File: src/rtl/lock_reg_engine.sv
module lock_reg_engine #(
  parameter int SECTORS = 128,
  parameter int ADDR_W  = 24,
  parameter int SEC_LSB = 16,
  parameter logic [7:0] CMD_WREN = 8'h06,
  parameter logic [7:0] CMD_WRLK = 8'hE5,
  parameter logic [7:0] CMD_RDLK = 8'hE8
) (
  input  logic       clk,
  input  logic       rst_n,
  input  logic       cs_n,
  input  logic       sck,
  input  logic [3:0] dq_in,
  input  logic [1:0] mode,
  input  logic       erase_suspend,
  output logic [3:0] dq_out,
  output logic [3:0] dq_oe,
  output logic       wel
);
  localparam int SEC_W    = $clog2(SECTORS);
  localparam int SH_W     = ADDR_W + 8;
  localparam int ADDR_END = 8 + ADDR_W;
  localparam int DATA_END = ADDR_END + 8;
  localparam int NB_W     = $clog2(DATA_END + 8) + 1;

  logic            sck_q, cs_q;
  logic [SH_W-1:0] sh, sh_next;
  logic [NB_W-1:0] nbits, step;
  logic [7:0]      cmd;
  logic [SEC_W-1:0] sect;
  logic [1:0]      lock [SECTORS];
  logic            rd_act;
  logic [2:0]      oidx, olast, shamt;
  logic [7:0]      obyte, osh;

  wire sck_rise = sck & ~sck_q & ~cs_n;
  wire sck_fall = ~sck & sck_q & ~cs_n;
  wire cs_rise  = cs_n & ~cs_q;
  wire commit   = cs_rise && cmd == CMD_WRLK && nbits == NB_W'(DATA_END) && wel;

  always_comb begin
    case (mode)
      2'd1: begin
        sh_next = {sh[SH_W-3:0], dq_in[1:0]};
        step = NB_W'(2); olast = 3'd3; shamt = {oidx[1:0], 1'b0};
      end
      2'd2: begin
        sh_next = {sh[SH_W-5:0], dq_in[3:0]};
        step = NB_W'(4); olast = 3'd1; shamt = {oidx[0], 2'b00};
      end
      default: begin
        sh_next = {sh[SH_W-2:0], dq_in[0]};
        step = NB_W'(1); olast = 3'd7; shamt = oidx;
      end
    endcase
  end

  assign obyte = {6'b0, lock[sect]};
  assign osh   = obyte << shamt;

  always_comb begin
    dq_out = 4'b0;
    dq_oe  = 4'b0;
    if (rd_act && !cs_n) begin
      case (mode)
        2'd1:    begin dq_out = {2'b0, osh[7:6]}; dq_oe = 4'b0011; end
        2'd2:    begin dq_out = osh[7:4];         dq_oe = 4'b1111; end
        default: begin dq_out = {2'b0, osh[7], 1'b0}; dq_oe = 4'b0010; end
      endcase
    end
  end

  always_ff @(posedge clk or negedge rst_n) begin
    if (!rst_n) begin
      sck_q  <= 1'b0;
      cs_q   <= 1'b1;
      sh     <= '0;
      nbits  <= '0;
      cmd    <= 8'h00;
      sect   <= '0;
      rd_act <= 1'b0;
      oidx   <= 3'd0;
      wel    <= 1'b0;
      for (int i = 0; i < SECTORS; i++) lock[i] <= 2'b00;
    end else begin
      sck_q <= sck;
      cs_q  <= cs_n;
      if (cs_n) begin
        nbits  <= '0;
        rd_act <= 1'b0;
        oidx   <= 3'd0;
      end else begin
        if (sck_rise) begin
          sh <= sh_next;
          if (nbits <= NB_W'(DATA_END)) nbits <= nbits + step;
          if (nbits + step == NB_W'(8)) cmd <= sh_next[7:0];
          if (nbits + step == NB_W'(ADDR_END)) sect <= sh_next[SEC_LSB +: SEC_W];
        end
        if (sck_fall && cmd == CMD_RDLK && nbits >= NB_W'(ADDR_END)) begin
          if (!rd_act) begin
            rd_act <= 1'b1;
            oidx   <= 3'd0;
          end else begin
            oidx <= (oidx == olast) ? 3'd0 : oidx + 3'd1;
          end
        end
      end
      if (cs_rise && cmd == CMD_WREN && nbits == NB_W'(8)) wel <= 1'b1;
      if (commit) begin
        lock[sect] <= sh[1:0];
        wel        <= 1'b0;
      end
    end
  end

  AST_WEL_CLR_ON_COMMIT: assert property (@(posedge clk) disable iff (!rst_n)
    commit |=> !wel);

  AST_WEL_ONLY_AT_FRAME_END: assert property (@(posedge clk) disable iff (!rst_n)
    !cs_rise |=> $stable(wel));

  AST_SUSPEND_NO_BLOCK: assert property (@(posedge clk) disable iff (!rst_n)
    (commit && erase_suspend) |=> !wel);

  AST_OE_AFTER_ADDR: assert property (@(posedge clk) disable iff (!rst_n)
    (dq_oe != 4'b0) |-> (cmd == CMD_RDLK && nbits >= NB_W'(ADDR_END)));

  AST_OE_SHAPE: assert property (@(posedge clk) disable iff (!rst_n)
    (dq_oe == 4'b0 || dq_oe == 4'b0010 || dq_oe == 4'b0011 || dq_oe == 4'b1111));

  AST_IDLE_AFTER_DESELECT: assert property (@(posedge clk) disable iff (!rst_n)
    cs_n |=> (nbits == '0 && !rd_act));
endmodule

File: config.mk
export PLATFORM = sky130hd
export DESIGN_NAME = lock_reg_engine
export DESIGN_NICKNAME = d
export VERILOG_FILES = /design/src/rtl/lock_reg_engine.sv
export SDC_FILE = /design/constraint.sdc
export NUM_CORES = 1
export LEC_CHECK = 0
export BUFFER_PORTS_ARGS = -buffer_cell sky130_fd_sc_hd__buf_2
export CAP_MARGIN = 20
export CORE_MARGIN = 3
export CORE_UTILIZATION = 66
export CTS_BUF_LIST = sky130_fd_sc_hd__clkbuf_4 sky130_fd_sc_hd__clkbuf_8
export DETAILED_ROUTE_END_ITERATION = 8
export MAX_ROUTING_LAYER = met4
export PLACE_DENSITY = 0.84
export REMOVE_ABC_BUFFERS = 1
export SYNTH_ARGS = -nofsm -noshare
export SYNTH_HDL_FRONTEND = slang
export SYNTH_SLANG_ARGS = --single-unit
File: constraint.sdc
create_clock -name clk -period 2.8 [get_ports clk]
set_input_delay 0.28 -clock clk [delete_from_list [all_inputs] [get_ports clk]]
set_output_delay 0.28 -clock clk [all_outputs]
set_load 0.005 [all_outputs]
Word-level counts from Yosys, hierarchy flattened
Cells that the tools add are included.

storage, ports and cells
  bits in registers = 307
  input bits = 11

cells by class
  add/sub/neg operators = 2
  $lt $le $gt $ge = 4
  equal/unequal tests = 10
  shifts and indexed selects = 1
  mux-type cells = 25
  bitwise gates (word level) = 10
  reduce and logical (&&, ||, !) cells = 18

operators with widths
  kind                number
  $bwmux 256          1
  $pmux 23 s2         1
  $mux 7              3
  $pmux 3 s2          3
  $eq 8x8->1 const B  2
  $pmux 4 s2          2
  $bmux 2 s7          1
  $demux 2 s7         1
  $eq 7x4->1 const B  2
  $eq 7x6->1 const B  2
  $mux 3              4
  $logic_and 1x1->1   9
  $eq 8x3->1 const B  1
  $ge 8x8->1 const B  1
  $lt 8x1->1 const B  1
  $mux 4              2
  $not 7->8           1
  $reduce_bool 2->1   4
  $shl 2x3->8         1
  $add 7x7->7         1
  $ge 7x6->1 const B  1
  $le 7x6->1 const B  1
  $mux 2              3
  $reduce_and 3->1    2
  9 further kinds     20

Logic depth before layout (Yosys ltp)
Gate-level depths: netlist of the first run.

  depth after elaboration = 7
  mapped depth = 12
  depth with buffers taken out = 11

Least setup slack after synthesis of the first run
OpenSTA, ideal clock, no wires.

  path kind = input port to flip-flop
  start = input mode[0]
  end = register cmd[0]
  arrival = 2.591 ns
  required time = 2.675 ns
  setup slack = 0.084 ns
  stages on the path = 11
  buffers on the path = 0
  cells stage by stage = inv_1 ha_1 ha_1 fa_1 a21oi_1 a31oi_1 nand2_1 mux2i_1 nand3_1 nor3_4 mux2_2

between the ends
  word-level cells in the longest chain between the ends = 5
  elaborated cells on any way between the ends = 6

RTL lines
  element                                          RTL line  RTL
  from (decl)                                      14        input logic [1:0] mode,
  $eq 2x2->1 / $eq 2x1->1 (equally long branches)  42        case (mode)
  $pmux 3 s2 *                                     42
  $add 7x7->7 *                                    96        if (nbits + step == NB_W'(8)) cmd <= sh_next[7:0];
  $eq 7x4->1 *                                     96
  $reduce_and 3->1 (no source line) *              --
  to (signal assigned)                             96
  to (decl)                                        29        logic [7:0] cmd;

Every way passes the cells marked *; elsewhere a longest branch is shown, timed or not.
A chain may end at the register's enable or synchronous reset.

Worst setup path after layout of the first run
  start = register sect[2]
  end = output dq_out[1]

between the ends
  word-level cells in the longest chain between the ends = 7

RTL lines
  element                                     RTL line  RTL
  from (decl)                                 30        logic [SEC_W-1:0] sect;
  from (signal assigned)                      97        if (nbits + step == NB_W'(ADDR_END)) sect <= sh_next[SEC_LSB +: SEC_W];
  $not 7->8 (implied by the code)             58        assign obyte = {6'b0, lock[sect]};
  $bmux 2 s7                                  58
  $mux 2 (implied by the code) (2 in series)  58
  $shl 2x3->8                                 59        assign osh = obyte << shamt;
  $pmux 4 s2                                  65        case (mode)
  $mux 4                                      64        if (rd_act && !cs_n) begin
  to (decl)                                   16        output logic [3:0] dq_out,

Every way passes these cells. The select of a mux whose other input is x is not followed.

==> key figures, run 1 <==
Outcome
  • Run status: finished with violations
  • Violations in the final reports: setup timing

Power and ir drop
  • Standby leakage power: just over 9 nW
  • Net Sw Frac: about a quarter
  • Max rail drop VDD: ~0.00066 V
  • Sequential share of power: 50.2%
  • Switching Power: ~2.3 mW
  • Combinational Power Share: 4.8%
  • Power, Total: a little over 9 mW
  • Fraction of power consumed by the clock network: approximately 45%
  • Power Internal: between 6 and 7 mW
  • Pwr dens: ~500 nW/um^2

Die
  • Number of placed I/O pins: 20
  • Die Height: 159.7 microns
  • Area of the placeable core: around 23000 sq um
  • Site row count: between 50 and 60
  • Die width: about 160 microns
  • Die area: about 26000 sq um
  • Initial cell density of the core: about two thirds

Setup path
  • Chain of cells forming the critical path: buf_4 > buf_16 > buf_4 > mux2i_1 > a22oi_1 > a221oi_2 > nor4b_4 > nor4_4 > and3_1 > a211oi_2 > buf_2
  • CP most frequent cell: sky130_fd_sc_hd__buf_4
  • Kind of end point of the critical path: output pin
  • Crit path arrival time: roughly 3.2 ns
  • Crit path max fanout: 17
  • Max stage delay on crit path: around 0.50 ns
  • Startpoint type of the worst setup path: flip-flop
  • Required time worst endpoint: about 2.5 ns
  • Type of the worst setup path: reg -> out
  • Max stage delay cell, worst path: sky130_fd_sc_hd__dfrtp_4

GRT
  • Total congestion overflow after global routing: 0
  • Vias in the first global route: 12310
  • Global-route wire length before repair: between 60 and 70 mm
  • Antenna violations before repair: 0
  • Aggregate global-route resource usage: about a third
  • Largest net degree at the start of global routing: 86

Detailed routing
  • Remaining number of nets flagged by the antenna check after routing: 0
  • Number of remaining DRC errors: 0
  • Vias post-DR: 12200
  • Post-Route M1 WL: 16.54 mm
  • Detailed-routed wire length on met2: about 21 mm
  • Iter 0 DRT Violations: 1468
  • Average detailed-routed wire length per instance: 24.12 microns
  • Post-detailed-routing wire length: ~44 mm
  • Length of routed met3 wiring: approximately 4.3 mm
  • DR vias/cell: ~6.7
  • Uppermost signal routing layer after detailed routing: met4
  • DR pass1 iterations: 6

STA
  • Number of setup violations in the final report: 4
  • Peak clock frequency supported by timing: ~0.29 GHz
  • Number of max-slew violations in the final report: 0
  • Unrepaired setup endpoints after global routing: yes
  • Worst-margin pin slew: around 0.71 ns
  • Worst rel slew slack: 52.73%
  • Setup_tns: -2.506 ns
  • Number of failing hold endpoints at the final stage: 0
  • Min Tclk post-route: about 3.5 ns
  • Minimum setup slack in the final design: -0.6540 ns
  • Post-route clock skew: 0.02258 ns
  • Final Cycle Share: 123.4%

Logic synthesis
  • Largest family of logic cells by synthesized area: multiplexers
  • Area fraction in compound gates after synthesis: between 8 and 9%
  • Synthesized netlist cell count: ~1400
  • Adder-cell share of the synthesized area: 0.7539%
  • Most used flip-flop cell after synthesis: sky130_fd_sc_hd__dfrtp_1
  • Simple-gate area share of the yosys netlist: approximately a tenth
  • Post-synthesis average cell area: 11.39 sq um
  • Warning count from the yosys run: 0
  • Post-synthesis instance area: around 16000 sq um
  • XOR/XNOR share of the synthesized area: less than 1%
  • Yosys reg bits: roughly 310
  • Mux share of post-synthesis cell area: a little over a quarter
  • Part of the Yosys area used for sequential elements: between 40% and 50%
  • Number of flops mapped to enable cells by yosys: 0
  • Ys async rst share: 100.0%
  • Count of unique library cells instantiated by Yosys: between 60 and 70

Placed design
  • RD Place Congestion: between 0.9 and 1
  • Number of port buffers: 18
  • Estimated wirelength of the detail-placed design: between 20 and 30 mm
  • Cells after DPL: 1711

Job
  • Max-cap violation count: 0

Clock tree
  • Clock transition at path regs: ~0.060 ns
  • CTS tree: yes
  • CTS root buf: sky130_fd_sc_hd__clkbuf_8
  • Total clock buffers created by CTS: between 40 and 50
  • Number of levels the H-tree was split into: 2
  • Count of clock tree sinks: 307
  • Clock insertion delay at the later pin of the skew report: 0.59 ns
  • Largest buffer count on any clock path: 3

Layout
  • FF+latch area: 7697 sq um
  • Final nets: 1501
  • Final core area utilization: around four fifths
  • Count of filler cells inserted in the layout: between 1000 and 1500
  • Post-synthesis to final-layout area growth: 18.25%
  • Share of post-route cells with drive strength above 1: between 30% and 40%
  • Count of non-filler cells in the finished layout: approximately 1800
  • Multi-input combinational cell area: ~7700 sq um
  • Total inserted antenna cells: 0

Hold path
  • Type of the most critical hold path: in -> reg
-- flip-flops by register name, indices dropped and copies added, names as in the netlist --
register  flops
sect          7
sh           22
lock        256
cs_q          1
rd_act        1
cmd           8
sck_q         1
nbits         7
oidx          3
wel           1
-- Yosys cell counts, drive strengths merged, types with 11 or more instances --
cell type	count	area share, %
clkbuf	58	1.4
a21oi	45	1.4
mux2	263	19
buf	48	2.1
mux2i	100	6.4
inv	18	0.43
a31oi	12	0.48
o21ai	50	1.6
nand2	132	3.2
a221oi	14	0.79
a22oi	38	1.8
a21o	11	0.53
nand2b	19	0.76
dfrtp	306	49
nor2	116	2.8
-- power by group through the flow --
stage	logic (mW)	registers, mW	clock network (mW)
after global routing	0.493	4.63	4.37
final	0.446	4.62	4.14
after CTS	0.441	4.62	4.14
after detailed placement	0.431	4.70	0
after floorplan	0.132	4.70	0
after global placement	0.422	4.69	0
-- layout make-up --
class,instances,share of cell area [%]
timing repair buffer,167,8.445
sequential,307,41.73
tap,313,2.123
inverter,18,0.3866
clock buffer,76,5.331
clock inverter,10,0.4205
multi-input combinational,939,41.57
-- cell families (layout without fill, tap and decap cells) --
| family | count (synthesis) | after routing |
|---|---|---|
| AO/OA/AOI/OAI | 205 | 205 |
| XOR/XNOR | 9 | 9 |
| adder cells (fa/ha/maj) | 9 | 9 |
| buffers and inverters | 124 | 271 |
| flip-flops | 307 | 307 |
| multiplexers | 370 | 370 |
| AND/OR/NAND/NOR | 346 | 346 |
-- layout by cell type (no fill, tap or decap), drive strengths merged, types with 5 or more instances in the layout --
cell type / instances
a21o: 11
nand3: 9
ha: 7
nand2: 132
nor2b: 10
nor2: 116
o2bb2ai: 7
nand4: 6
mux2i: 100
mux4: 7
buf: 160
a31oi: 12
clkinv: 8
nor4: 9
a22oi: 38
o21ai: 50
mux2: 263
or3b: 7
a221o: 5
clkbuf: 79
a221oi: 14
dfrtp: 306
nand3b: 5
nand2b: 19
nor3: 8
and2: 5
a21oi: 45
o211ai: 8
or2: 5
a211oi: 8
xnor2: 5
inv: 17
-- worst max-delay path: cells and delay by family, from the launching register on --
kind                   cells  cell delay (ns)
AND/OR/NAND/NOR            3             0.61
multiplexers               1             0.26
flip-flops                 1             0.50
buffers and inverters      4             0.60
AO/OA/AOI/OAI              3             0.64
-- through the flow --
| stage | instance area (sq um) | hold WS, ns | setup slack [ns] |
|---|---|---|---|
| 2_1_floorplan | 15050 | -0.01559 | -3.031 |
| 3_3_place_gp | 16620 | 0.3114 | -0.2726 |
| 3_5_place_dp | 16620 | 0.3156 | -0.2161 |
| 4_1_cts | 17870 | 0.1339 | -0.6188 |
| 5_1_grt | 18450 | 0.2108 | -0.7210 |
| 6_report | 18450 | 0.1499 | -0.6540 |
-- per-layer routing --
layer | global-route usage [%] | up-vias
li1 | - | 5131
met1 | 43.93 | 6039
met2 | 51.55 | 799
met3 | 5.292 | 232
met4 | 14.72 | 0
met5 | - | -
-- path summary, 6_finish.rpt --
path / depth (start not counted) / to / from / slack, ns
max in group asynchronous: 3 / lock[167]$_DFFE_PN0P_ / rst_n / 1.72
worst min-delay path: 5 / cmd[3]$_DFFE_PN0P_ / dq_in[3] / 0.15
worst max-delay path: 11 / dq_out[1] / sect[2]$_DFFE_PN0P_ / -0.65
worst min register to register: 1 / lock[126]$_DFFE_PN0P_ / lock[126]$_DFFE_PN0P_ / 0.49
min in group asynchronous: 2 / lock[47]$_DFFE_PN0P_ / rst_n / 0.28
worst max register to register: 9 / sect[1]$_DFFE_PN0P_ / nbits[0]$_DFFE_PN0P_ / 0.13
-- what timing repair did --
item / 4_1_cts / 5_1_grt
buffers inserted: 2 / 24
endpoints found under the hold margin: 78 / 0
hold buffers: 4 / 0
resized for setup: 21 / 71
cloned: 1 / 3
setup endpoints to repair: 4 / 5
pin swaps: 4 / 31
(Power assumes the default switching activity.)
==> run 2: changes to the inputs <==
--- a/config.mk
+++ b/config.mk
@@ -8,11 +8,11 @@
 export BUFFER_PORTS_ARGS = -buffer_cell sky130_fd_sc_hd__buf_2
 export CAP_MARGIN = 20
 export CORE_MARGIN = 3
-export CORE_UTILIZATION = 66
+export CORE_UTILIZATION = 65
 export CTS_BUF_LIST = sky130_fd_sc_hd__clkbuf_4 sky130_fd_sc_hd__clkbuf_8
 export DETAILED_ROUTE_END_ITERATION = 8
 export MAX_ROUTING_LAYER = met4
-export PLACE_DENSITY = 0.84
+export PLACE_DENSITY = 0.83
 export REMOVE_ABC_BUFFERS = 1
 export SYNTH_ARGS = -nofsm -noshare
 export SYNTH_HDL_FRONTEND = slang
==> key figures, run 2 (synthesized netlist as in run 1, its figures left out) <==
Hold path
  • Type of the most critical hold path: in -> reg

Power and ir drop
  • Pwr dens: 512.8 nW/um^2 (+2.7%)
  • Power Internal: 7.134 mW (+3.1%)
  • Max rail drop VDD: 0.0004814 V (-28%)
  • Sequential share of power: 49.0% (-1.2 points)
  • Switching Power: 2.304 mW (+0.66%)
  • Fraction of power consumed by the clock network: 46.2% (+1.2 points)
  • Net Sw Frac: 24.41% (-0.44 points)
  • Combinational Power Share: 4.7% (about the same)
  • Standby leakage power: 9.130 nW (-0.11%)

STA
  • Worst rel slew slack: 49.20% (-3.5 points)
  • Worst-margin pin slew: 0.7620 ns (+0.05294 ns)
  • Post-Route Hold Slack: 0.1678 ns (+0.01786 ns)
  • Peak clock frequency supported by timing: 0.2906 GHz (+0.39%)
  • Minimum setup slack in the final design: -0.6407 ns (+0.01336 ns)
  • Number of failing hold endpoints at the final stage: 0 (unchanged)
  • Final Cycle Share: 122.9% (-0.48 points)
  • Min Tclk post-route: 3.441 ns (-0.01336 ns)
  • Number of max-slew violations in the final report: 0 (unchanged)
  • Post-route clock skew: 0.01795 ns (-0.004631 ns)
  • Number of setup violations in the final report: 4 (unchanged)
  • Unrepaired setup endpoints after global routing: yes

Setup path
  • Startpoint type of the worst setup path: flip-flop
  • Destination of the critical timing path: dq_out[1]
  • Required time worst endpoint: 2.52 ns (about the same)
  • Kind of end point of the critical path: output pin
  • Startpoint of the worst-slack reg-to-reg timing path: nbits[3]$_DFFE_PN0P_
  • Worst setup slack for register-to-register paths: 0.16 ns (+0.03 ns)
  • Type of the worst setup path: reg -> out
  • Crit path arrival time: 3.16 ns (about the same)
  • Startpoint of the worst setup timing path: sect[2]$_DFFE_PN0P_
  • Number of cells on the worst reg-to-reg path: 6 (-3)
  • Reg2reg end: lock[31]$_DFFE_PN0P_
  • Crit path max fanout: 13 (-4)

Die
  • Area of the placeable core: 23540 sq um (+2.7%)
  • Die width: 160.9 microns (+0.74%)
  • Site row count: 56 (+1.8%)
  • Number of placed I/O pins: 20 (unchanged)
  • Initial cell density of the core: 66.26% (-1.8 points)
  • Die Height: 160.9 microns (+0.74%)
  • Die area: 25900 sq um (+1.5%)

Detailed routing
  • Average detailed-routed wire length per instance: 24.06 microns (-0.25%)
  • DR pass1 iterations: 6 (unchanged)
  • Vias post-DR: 12030 (-1.4%)
  • DR vias/cell: 6.593 (-1.1%)
  • Remaining number of nets flagged by the antenna check after routing: 0 (unchanged)
  • Number of remaining DRC errors: 0 (unchanged)
  • Post-detailed-routing wire length: 43.89 mm (-0.58%)
  • Iter 0 DRT Violations: 1283 (-13%)

Layout
  • Most flops, register: lock
  • Leading cell types in the layout, fill and taps excluded: sky130_fd_sc_hd__dfrtp_1, sky130_fd_sc_hd__mux2_2, sky130_fd_sc_hd__nand2_1, sky130_fd_sc_hd__nor2_1, sky130_fd_sc_hd__buf_4
  • Largest regs: lock x256, sh x22, cmd x8
  • Flip-flop count of the largest register after layout: 256 (unchanged)
  • Final nets: 1483 (-1.2%)
  • Most frequent standard cell in the layout excluding fill and tap cells: sky130_fd_sc_hd__dfrtp_1
  • Post-synthesis to final-layout area growth: 17.97%
  • Total inserted antenna cells: 0 (unchanged)
  • Share of post-route cells with drive strength above 1: 38.47% (-0.42 points)
  • Final core area utilization: 78.17% (-2.3 points)

Outcome
  • Run status: finished with violations
  • Violations in the final reports: setup timing

Clock tree
  • CTS tree: yes
  • Clock insertion delay at the later pin of the skew report: 0.57 ns (-0.02 ns)
  • CTS root buf: sky130_fd_sc_hd__clkbuf_8
  • Total clock buffers created by CTS: 50 (+2.0%)
  • Count of clock tree sinks: 307 (unchanged)
  • Number of levels the H-tree was split into: 2 (unchanged)
  • Clock transition at path regs: 0.06 ns (about the same)
  • Largest buffer count on any clock path: 3 (unchanged)

GRT
  • Aggregate global-route resource usage: 34.97% (+1.7 points)
  • Total congestion overflow after global routing: 0 (unchanged)
  • Vias in the first global route: 12610 (+2.5%)
  • Antenna violations before repair: 0 (unchanged)
  • Global-route wire length before repair: 69.50 mm (+4.7%)
  • Largest net degree at the start of global routing: 94 (+9.3%)

Job
  • Max-cap violation count: 0 (unchanged)

Placed design
  • RD Place Congestion: 0.9766 (-1.4%)
  • Estimated wirelength of the detail-placed design: 26.02 mm (-1.4%)
  • Number of port buffers: 18 (unchanged)
  • Post-place setup slack: -0.2214 ns (-0.005285 ns)
==> run 2: area by class of cell <==
cell class,instances,area [sq um]
Clock buffer,87,1091
Clock inverter,6,57.56
Fill cell,1333,5139
Inverter,18,71.32
Multi-Input combinational cell,939,7695
Sequential cell,307,7697
Tap cell,319,399.1
Timing Repair Buffer,148,1393
==> run 2: through the flow <==
| stage | TNS, ns | power [mW] | instances | instance area [sq um] |
|---|---|---|---|---|
| floorplan | -578.85 | 4.830 | 1264 | 15050 |
| global placement | -0.4023 | 5.118 | 1708 | 16530 |
| detailed placement | -0.6606 | 5.134 | 1708 | 16530 |
| CTS | -2.161 | 9.423 | 1820 | 18260 |
| global route | -2.726 | 9.729 | 1824 | 18400 |
| finish | -2.334 | 9.438 | 1824 | 18400 |
==> run 2: layer usage <==
metal	share of wire [%]	global-route usage, %	vias up	wire [microns]
met5	0	-	-	0
met4	5.5	17.40	0	2405
met3	8.6	5.803	213	3782
met2	48	54.70	742	20940
met1	38	44.70	5967	16760
li1	-	-	5104	-
==> run 2: worst min-delay path by stage <==
stage              from              endpoint  slack [ns]  cells past startpoint
3_5_place_dp      rst_n  lock[31]$_DFFE_PN0P_        0.37                      1
6_report       dq_in[3]    cmd[3]$_DFFE_PN0P_        0.17                      5
4_1_cts        dq_in[3]    cmd[3]$_DFFE_PN0P_        0.15                      5
5_1_grt        dq_in[1]    cmd[1]$_DFFE_PN0P_        0.23                      5
3_3_place_gp      rst_n  lock[31]$_DFFE_PN0P_        0.36                      1
2_1_floorplan     rst_n    cmd[0]$_DFFE_PN0P_       -0.02                      0
==> run 2: what timing repair did <==
action / 4_1_cts / 5_1_grt
pin swaps: 32 / 23
setup endpoints to repair: 4 / 5
cloned: 3 / 0
endpoints found under the hold margin: 89 / 0
gates resized for setup: 69 / 24
buffers inserted: 16 / 5
hold buffers: 4 / 0
==> run 2: worst max-delay path: stages, from the launching register on <==
cell                       delay (ns)
sky130_fd_sc_hd__dfrtp_4         0.55
sky130_fd_sc_hd__buf_12          0.17
sky130_fd_sc_hd__buf_16          0.16
sky130_fd_sc_hd__nand2b_1        0.14
sky130_fd_sc_hd__mux4_2          0.49
sky130_fd_sc_hd__a21oi_2         0.18
sky130_fd_sc_hd__nor4b_4         0.23
sky130_fd_sc_hd__buf_4           0.18
sky130_fd_sc_hd__nor4_4          0.05
sky130_fd_sc_hd__and3_4          0.19
sky130_fd_sc_hd__a211oi_2        0.12
sky130_fd_sc_hd__buf_2           0.13
==> run 2: power groups by stage <==
stage	registers, mW	logic (mW)	clock network, mW
after global placement	4.70	0.417	0
after detailed placement	4.70	0.432	0
after floorplan	4.70	0.132	0
after CTS	4.62	0.440	4.36
after global routing	4.63	0.489	4.61
final	4.63	0.445	4.36
